--- config.mk ---
export PLATFORM = sky130hd
export DESIGN_NAME = dma_pagex_agen
export DESIGN_NICKNAME = d
export VERILOG_FILES = /design/src/rtl/dma_pagex_pkg.sv /design/src/rtl/dma_pagex_addr.sv /design/src/rtl/dma_pagex_count.sv /design/src/rtl/dma_pagex_agen.sv
export SDC_FILE = /design/constraint.sdc
export NUM_CORES = 1
export LEC_CHECK = 0
export ABC_CLOCK_PERIOD_IN_PS = 3250
export CAP_MARGIN = 40
export CORE_MARGIN = 2
export CORE_UTILIZATION = 30
export DETAILED_ROUTE_END_ITERATION = 16
export HOLD_SLACK_MARGIN = 0.03
export PLACE_DENSITY = 0.63
export SLEW_MARGIN = 30
export SYNTH_ARGS = -nofsm -noshare
export SYNTH_HDL_FRONTEND = slang
export SYNTH_SLANG_ARGS = --single-unit
--- constraint.sdc ---
create_clock -name clk -period 3.25 [get_ports clk]
set_clock_uncertainty 0.1 [all_clocks]
set_input_delay 0.325 -clock clk [delete_from_list [all_inputs] [get_ports clk]]
set_output_delay 0.325 -clock clk [all_outputs]
set_load 0.01 [all_outputs]
--- src/rtl/dma_pagex_pkg.sv ---
package dma_pagex_pkg;
  localparam int CNT_W = 16;
  localparam int PG_W  = 8;
  localparam int ADR_W = 2 * PG_W + CNT_W;

  typedef enum logic [2:0] {
    SEL_ADR_LO = 3'd0,
    SEL_ADR_HI = 3'd1,
    SEL_CNT_LO = 3'd2,
    SEL_CNT_HI = 3'd3,
    SEL_PAGE   = 3'd4,
    SEL_HIPAGE = 3'd5
  } reg_sel_e;

  function automatic logic [ADR_W-1:0] compose_addr(
    input logic            word,
    input logic            ext,
    input logic [PG_W-1:0] hi,
    input logic [PG_W-1:0] pg,
    input logic [CNT_W-1:0] cnt);
    logic [PG_W-1:0] top;
    top = ext ? hi : '0;
    if (word) compose_addr = {top, pg[PG_W-1:1], cnt, 1'b0};
    else      compose_addr = {top, pg, cnt};
  endfunction

  function automatic logic [2*PG_W-1:0] bump_page(
    input logic              word,
    input logic [2*PG_W-1:0] hp);
    bump_page = word ? hp + 2 : hp + 1;
  endfunction
endpackage

--- src/rtl/dma_pagex_addr.sv ---
module dma_pagex_addr
  import dma_pagex_pkg::*;
#(
  parameter bit WORD_CH = 1'b0
) (
  input  logic             clk,
  input  logic             rst_n,
  input  logic             wr_alo,
  input  logic             wr_ahi,
  input  logic             wr_pg,
  input  logic             wr_hpg,
  input  logic [PG_W-1:0]  wdata,
  input  logic             advance,
  output logic [CNT_W-1:0] cur,
  output logic [PG_W-1:0]  wpage,
  output logic [PG_W-1:0]  whi,
  output logic             ext,
  output logic [PG_W-1:0]  page_prog
);
  localparam logic [CNT_W-1:0] CNT_MAX = '1;

  logic rollover;
  assign rollover = advance && (cur == CNT_MAX);

  always_ff @(posedge clk) begin
    if (!rst_n) begin
      cur <= '0; wpage <= '0; whi <= '0; ext <= 1'b0; page_prog <= '0;
    end else begin
      if (wr_alo) begin cur[PG_W-1:0] <= wdata; ext <= 1'b0; end
      if (wr_ahi) begin cur[CNT_W-1:PG_W] <= wdata; ext <= 1'b0; end
      if (wr_pg) begin
        page_prog <= wdata; wpage <= wdata; ext <= 1'b0;
      end
      if (wr_hpg) begin
        whi <= wdata; wpage <= page_prog; ext <= 1'b1;
      end
      if (advance) begin
        cur <= cur + 1'b1;
        if (rollover && ext) {whi, wpage} <= bump_page(WORD_CH, {whi, wpage});
      end
    end
  end

  AST_WRAP_IN_PAGE: assert property (@(posedge clk) disable iff (!rst_n)
    (advance && !ext) |=> ($stable(wpage) && $stable(whi)));
  AST_CNT_ADVANCE: assert property (@(posedge clk) disable iff (!rst_n)
    advance |=> (cur == $past(cur) + 1'b1));
  AST_PAGE_RB_HOLD: assert property (@(posedge clk) disable iff (!rst_n)
    advance |=> $stable(page_prog));
  AST_EXT_CARRY: assert property (@(posedge clk) disable iff (!rst_n)
    (rollover && ext) |=> ({whi, wpage} != $past({whi, wpage})));
endmodule

--- src/rtl/dma_pagex_count.sv ---
module dma_pagex_count
  import dma_pagex_pkg::*;
(
  input  logic             clk,
  input  logic             rst_n,
  input  logic             wr_clo,
  input  logic             wr_chi,
  input  logic [PG_W-1:0]  wdata,
  input  logic             advance,
  output logic [CNT_W-1:0] count,
  output logic             tc_flag
);
  logic underflow;
  assign underflow = advance && (count == '0);

  always_ff @(posedge clk) begin
    if (!rst_n) begin
      count <= '0; tc_flag <= 1'b0;
    end else begin
      if (wr_clo) begin count[PG_W-1:0] <= wdata; tc_flag <= 1'b0; end
      if (wr_chi) begin count[CNT_W-1:PG_W] <= wdata; tc_flag <= 1'b0; end
      if (advance) begin
        count <= count - 1'b1;
        if (underflow) tc_flag <= 1'b1;
      end
    end
  end

  AST_TC_ON_UNDERFLOW: assert property (@(posedge clk) disable iff (!rst_n)
    underflow |=> (tc_flag && count == '1));
  AST_TC_HOLDS: assert property (@(posedge clk) disable iff (!rst_n)
    (tc_flag && !wr_clo && !wr_chi) |=> (tc_flag && $stable(count)));
  AST_NO_EARLY_TC: assert property (@(posedge clk) disable iff (!rst_n)
    (advance && count != '0) |=> !tc_flag);
endmodule

--- src/rtl/dma_pagex_agen.sv ---
module dma_pagex_agen
  import dma_pagex_pkg::*;
#(
  parameter bit WORD_CH = 1'b0
) (
  input  logic        clk,
  input  logic        rst_n,
  input  logic        wr_en,
  input  logic [2:0]  wr_sel,
  input  logic [7:0]  wr_data,
  input  logic        step,
  output logic [31:0] addr,
  output logic        tc,
  output logic [15:0] remaining,
  output logic [7:0]  page_rb
);
  localparam int NSEL = 6;

  logic [NSEL-1:0]  wr_hit;
  logic             any_write;
  logic             advance;
  logic [CNT_W-1:0] cur;
  logic [PG_W-1:0]  wpage, whi;
  logic             ext;

  for (genvar g = 0; g < NSEL; g++) begin : g_dec
    assign wr_hit[g] = wr_en && (wr_sel == 3'(g));
  end
  assign any_write = |wr_hit;
  assign advance   = step && !tc && !any_write;

  dma_pagex_addr #(.WORD_CH(WORD_CH)) u_addr (
    .clk(clk), .rst_n(rst_n),
    .wr_alo(wr_hit[SEL_ADR_LO]), .wr_ahi(wr_hit[SEL_ADR_HI]),
    .wr_pg(wr_hit[SEL_PAGE]), .wr_hpg(wr_hit[SEL_HIPAGE]),
    .wdata(wr_data), .advance(advance),
    .cur(cur), .wpage(wpage), .whi(whi), .ext(ext), .page_prog(page_rb)
  );

  dma_pagex_count u_cnt (
    .clk(clk), .rst_n(rst_n),
    .wr_clo(wr_hit[SEL_CNT_LO]), .wr_chi(wr_hit[SEL_CNT_HI]),
    .wdata(wr_data), .advance(advance),
    .count(remaining), .tc_flag(tc)
  );

  assign addr = compose_addr(WORD_CH, ext, whi, wpage, cur);

  AST_LOW16MB: assert property (@(posedge clk) disable iff (!rst_n)
    !ext |-> (addr[31:24] == 8'h00));
  AST_EXT_OFF: assert property (@(posedge clk) disable iff (!rst_n)
    (wr_hit[SEL_ADR_LO] || wr_hit[SEL_ADR_HI] || wr_hit[SEL_PAGE]) |=> !ext);
  AST_WRITE_WINS: assert property (@(posedge clk) disable iff (!rst_n)
    (step && any_write && !wr_hit[SEL_CNT_LO] && !wr_hit[SEL_CNT_HI]) |=> $stable(remaining));
  if (WORD_CH) begin : g_word_chk
    AST_WORD_EVEN: assert property (@(posedge clk) disable iff (!rst_n)
      addr[0] == 1'b0);
  end
endmodule

== Yosys cells after proc, flatten, opt, wreduce, memory -nomap -nowiden ==
Index checks and enable logic that the tools add are counted.
W data, S select, Z words.

* $add $sub $neg: 3
* Equal/unequal tests: 6
* Multiplexer cells: 22
* Reduce and logical (&&, ||, !) cells: 21

{| class="wikitable"
|+ Operators with widths
! cell !! number
|-
| $mux W8 || 12
|-
| $add A16 B1 Y16 const B || 2
|-
| $mux W16 || 2
|-
| $eq A16 B16 Y1 const B || 1
|-
| $logic_not A16 Y1 || 1
|-
| $sub A16 B1 Y16 const B || 1
|-
| $logic_and A1 B1 Y1 || 11
|-
| $mux W1 || 8
|-
| $reduce_bool A2 Y1 || 4
|-
| $eq A3 B2 Y1 const B || 2
|-
| $eq A3 B3 Y1 const B || 2
|-
| $reduce_or A6 Y1 || 1
|-
| $reduce_bool A4 Y1 || 1
|-
| $eq A3 B1 Y1 const B || 1
|-
| $logic_not A3 Y1 || 1
|-
| $logic_not A1 Y1 || 2
|}

* Register bits after elaboration: 58
* Input bits: 15
* Output and inout bits: 57
* Word-level logic and storage cells: 61

== Logic depth before layout (Yosys ltp) ==
* Depth in word-level cells: 9
* Gate-level depth with buffers: 8
* Gate-level depth less buffers: 6

== Modules after synthesis ==
From an unflattened synthesis, not the netlist that was laid out.

* Cell total of the unflattened synthesis: 414
* Area total of the unflattened synthesis: 3412.0 um^2

{| class="wikitable"
|+ Modules (own cells, without submodules)
! module !! instances !! cells each !! area each (um^2) !! seq. area each (um^2)
|-
| dma_pagex_addr || 1 || 280 || 2324.7 || 820.8
|-
| dma_pagex_count || 1 || 114 || 953.4 || 340.3
|-
| dma_pagex_agen || 1 || 20 || 133.9 || 0.0
|}

== Worst setup path before layout ==
OpenSTA, ideal clock, no wires.

* Path type: register to register
* Start: reg u_cnt.count[2]
* End: reg u_cnt.count[14]
* Setup time: 115 ps
* Data arrival time: 1808 ps
* Required time: 3035 ps
* Slack: 1227 ps
* Stages on the path, launching flop included: 6
* Path buffers: 0
* Clock period less this slack: 2023 ps
* Path through: dfxtp_1 > or4_4 > nor3_4 > nand3_4 > o311a_1 > o21a_1

* Cells in the longest elaborated chain, start to end: 2

{| class="wikitable"
|+ Ends and longest elaborated chain
! item !! RTL line !! source
|-
| start, declared || dma_pagex_count.sv:10 || <nowiki>output logic [CNT_W-1:0] count,</nowiki>
|-
| start signal, assigned || dma_pagex_count.sv:23 || <nowiki>count <= count - 1'b1;</nowiki>
|-
| $sub A16 B1 Y16 || dma_pagex_count.sv:23 ||
|-
| $mux W16 || dma_pagex_count.sv:22 || <nowiki>if (advance) begin</nowiki>
|}

Every way passes these cells.
A chain may end at the register's enable or synchronous reset.

== Final worst setup path ==
* Start: in wr_sel[2]
* End: reg u_addr.whi[7]

* Cells in the longest elaborated chain, start to end: 9
* Elaborated cells on any way between the ends: 20
* Classes of those cells: 5 x eq/ne; 3 x mux; 12 x reduce/logical

{| class="wikitable"
|+ Ends and longest elaborated chain
! item !! RTL line !! source
|-
| start, declared || dma_pagex_agen.sv:9 || <nowiki>input logic [2:0] wr_sel,</nowiki>
|-
| $eq A3 B3 Y1, or another cell as far along || dma_pagex_agen.sv:27 || <nowiki>assign wr_hit[g] = wr_en && (wr_sel == 3'(g));</nowiki>
|-
| $logic_and A1 B1 Y1 || dma_pagex_agen.sv:27 ||
|-
| $reduce_or A6 Y1 || dma_pagex_agen.sv:29 || <nowiki>assign any_write = |wr_hit;</nowiki>
|-
| $logic_not A1 Y1 || dma_pagex_agen.sv:30 || <nowiki>assign advance = step && !tc && !any_write;</nowiki>
|-
| $logic_and A1 B1 Y1 || dma_pagex_agen.sv:30 ||
|-
| $logic_and A1 B1 Y1 || dma_pagex_addr.sv:23 || <nowiki>assign rollover = advance && (cur == CNT_MAX);</nowiki>
|-
| $logic_and A1 B1 Y1 || dma_pagex_addr.sv:39 || <nowiki>if (rollover && ext) {whi, wpage} <= bump_page(WORD_CH, {whi, wpage});</nowiki>
|-
| $mux W8 || dma_pagex_addr.sv:39 ||
|-
| $mux W8 * || dma_pagex_addr.sv:37 || <nowiki>if (advance) begin</nowiki>
|-
| end signal, assigned || dma_pagex_addr.sv:39 ||
|-
| end, declared || dma_pagex_addr.sv:16 || <nowiki>output logic [PG_W-1:0] whi,</nowiki>
|}

Mark *: on every way between the ends. The rest lies on a longest branch, timed or not.

==> flow_summary.toml <==
[power]
p_leak_nw = 1.45
irDropWorstVdd_mv = 0.160
finalPower_w = 0.00176
power_density_mw_per_mm2 = 411

[floorplanning]
die_area_mm2 = 0.0117
die_y_um = 108
die_x_um = 108
initial_utilization_pct = 30.5
fp.coreArea_mm2 = 0.0107
boundaryPins = 72
num_rows = 38

[worst_setup_path]
cp_max_fo = 11
crit_type = "primary input to flop"
r2r-end = "u_addr.whi[0]"
crit_start = "wr_sel[2]"
cp_data_required_time_ps = 3420
crit_arrival_ps = 2580
reg2reg_from = "u_addr.cur[4]"
endpoint = "u_addr.whi[7]"
worstRegToRegCells = 5
startpoint_type = "primary input"
critPathCaptureType = "flop"
rrSetupSlack_ps = 870

[synthesis]
muxShareOfSynthArea_pct = 0.614
synth_cell_types = 61
synthArstFlopShare_pct = 0
yosysSeqAreaShare_pct = 35.6
synth_xor_area_share_pct = 1.61
synthesis.nets = 436
yosysTopAreaCellShare_pct = 35.6
ys_ff_latch = 58
synth_top_cell_by_area = "dfxtp_1"
synth_area_mm2 = 0.00326
synth-edff-count = 0
yosys.area_share.simple_pct = 29.1
synth_top_family_by_area = "simple AND/OR/NAND/NOR gates"
synth_compound_area_share_pct = 27.6
synthCells = 417
post_synth_main_area_contributors = "dfxtp_1, nand2_1, a21oi_1"
synth-adder-area-share_pct = 1.54
syn_avg_cell_area_um2 = 7.82
synth_ff_type = "dfxtp_1"
yosys_warnings = 0

[detailed_routing]
num_vias = 3556
drc = 0
drt-total-wl_mm = 10.6
final_antenna_net_count = 0
drtIter0Drc = 157
routedWlPerCell_um = 16.8
vias_per_cell = 5.64
first_pass_iters = 7

[cts]
cts.sinks = 58
cts_hold_buf = 0
cts_root_buf = "clkbuf_8"
cts_buffer_depth = 2
cts_tree = "built"
cts_max_level = 3
cts_made_buffers = 9
clk_latency_ps = 340
path_clk_slew_ps = 60
cts_resized = 0
post_cts_buffers = 0

[placed_design]
placed_area_mm2 = 0.00414
gp_congestion = 0.824
io_buffers = 71
hpwl_mm = 7.54

[sta]
hold_violations = 0
drv_slew = 0
rsz0062_at_grt = "false"
finalCritPeriodShare_pct = 74.3
fmax_ghz = 0.414
tightest_slew_ps = 648
fin_tns_setup_ps = 0
period_needed_ps = 2420
report.final.setup_viol = 0
max_slew_margin_pct = 56.4

[final_layout]
insertedDiodeCount = 0
area_growth_pct = 31.7
nNetsFinal = 509
fin_util_pct = 40.1
final_area_mm2 = 0.00429
drive_gt1_share_pct = 7.13

[grt]
gr-usage-met2_pct = 27.7
overflow = 0
grt_pass1_wl_mm = 16.9
globalRouteTotalUtil_pct = 18.4
grtUsageMet3_pct = 5.67
grt_pass1_vias = 3380
antenna_found_initial = 1
grt_busiest_layer = "met2"
gr-usage-met1_pct = 24.7
grt_start_max_net_pins = 37

[flow_run]
cap_violations = 0

[run_status]
outcome = "finished, final reports clean"

[worst_hold_path]
hold_class = "flop to flop"
cells by family after synthesis:
family / after synthesis
muxes: 2
buffers and inverters: 32
DFF: 58
adders and majority gates: 4
xor gates and xnor gates: 6
AOI/OAI and AO/OA: 134
and+or+nand+nor: 181
sequential cells by signal, summed over array words and instances, names as in the netlist:
| register | flops |
|---|---|
| u_addr.page_prog | 8 |
| u_addr.whi | 8 |
| u_cnt.count | 16 |
| u_cnt.tc_flag | 1 |
| u_addr.ext | 1 |
| u_addr.wpage | 8 |
| u_addr.cur | 16 |
cells in the mapped netlist, types with 2 or more instances:
cell / count
nand4_1: 8
o21a_1: 2
a21boi_1: 2
xor2_1: 3
inv_1: 10
and3_1: 9
a31oi_1: 20
a32oi_1: 4
and4_1: 3
ha_1: 4
o21ai_0: 17
or4_1: 2
nand3b_1: 2
clkbuf_1: 17
a22oi_1: 6
a2bb2oi_1: 6
dfxtp_1: 58
a222oi_1: 2
and2_1: 9
nand2_1: 56
o211a_1: 2
nand4b_1: 3
buf_2: 3
nor3_1: 12
xnor2_1: 3
nand2b_1: 3
mux2i_1: 2
o211ai_1: 10
nor4_1: 4
a221oi_1: 2
a211oi_1: 11
or3_1: 4
nand3_1: 16
nor2_1: 36
o311ai_0: 5
nor4_2: 2
a21oi_1: 35
area by class of cell:
cell class	count	area (um2)
inverters	11	41.3
clock buffers	11	141
fillers	1095	6400
clock inverters	1	5.00
multi-input cells	327	1970
flip-flops and latches	58	1160
repair buffers	83	798
well taps	140	175
layer usage:
metal / up-vias / part of all wire [%]
li1: 1728 / -
met1: 1662 / 46
met2: 140 / 44
met3: 24 / 7.7
met4: 2 / 2.3
met5: - / 0.12
worst min-delay path by stage:
stage | startpoint | end | cells past startpoint
after floorplan | rst_n | u_addr.cur[15] | 1
after global placement | u_addr.page_prog[7] | u_addr.page_prog[7] | 2
after detailed placement | u_addr.page_prog[7] | u_addr.page_prog[7] | 2
after CTS | u_addr.page_prog[7] | u_addr.page_prog[7] | 2
after global routing | u_addr.page_prog[5] | u_addr.page_prog[5] | 2
final | u_addr.page_prog[7] | u_addr.page_prog[7] | 2
worst max-delay path: stages:
cell,delay [ps]
clkdlybuf4s50_1,660
a21boi_1,190
nor4_2,440
nand4_1,370
or3_1,440
a31oi_1,150
placed cells by master (no fill, tap or decap), types with 3 or more instances in the layout:
| cell type | instances |
|---|---|
| a211oi_1 | 11 |
| a21oi_1 | 35 |
| a22oi_1 | 6 |
| a2bb2oi_1 | 6 |
| a31oi_1 | 20 |
| a32oi_1 | 4 |
| and2_1 | 9 |
| and3_1 | 9 |
| and4_1 | 3 |
| buf_4 | 11 |
| clkbuf_8 | 10 |
| clkdlybuf4s50_1 | 71 |
| dfxtp_1 | 58 |
| ha_1 | 4 |
| inv_1 | 10 |
| nand2_1 | 56 |
| nand2b_1 | 3 |
| nand3_1 | 16 |
| nand4_1 | 8 |
| nand4b_1 | 3 |
| nor2_1 | 36 |
| nor3_1 | 12 |
| nor4_1 | 4 |
| o211ai_1 | 10 |
| o21ai_0 | 17 |
| o311ai_0 | 5 |
| or3_1 | 4 |
| xnor2_1 | 3 |
| xor2_1 | 3 |
through the flow:
step                      setup WS, ps  hold WS [ps]  std cells
after floorplan                   1230           342        417
after global placement             630           360        618
after detailed placement           507           366        618
after CTS                          877           375        630
after global routing               697           409        631
final                              834           374        631
report_power, final:
part / switching (W) / leakage (nW) / total (W) / internal [W]
logic: 0.000216 / 0.903 / 0.000404 / 0.000188
registers: 0.0000590 / 0.472 / 0.000811 / 0.000752
clock network: 0.000270 / 0.0770 / 0.000549 / 0.000279
Power figures use the tool's default switching activity.
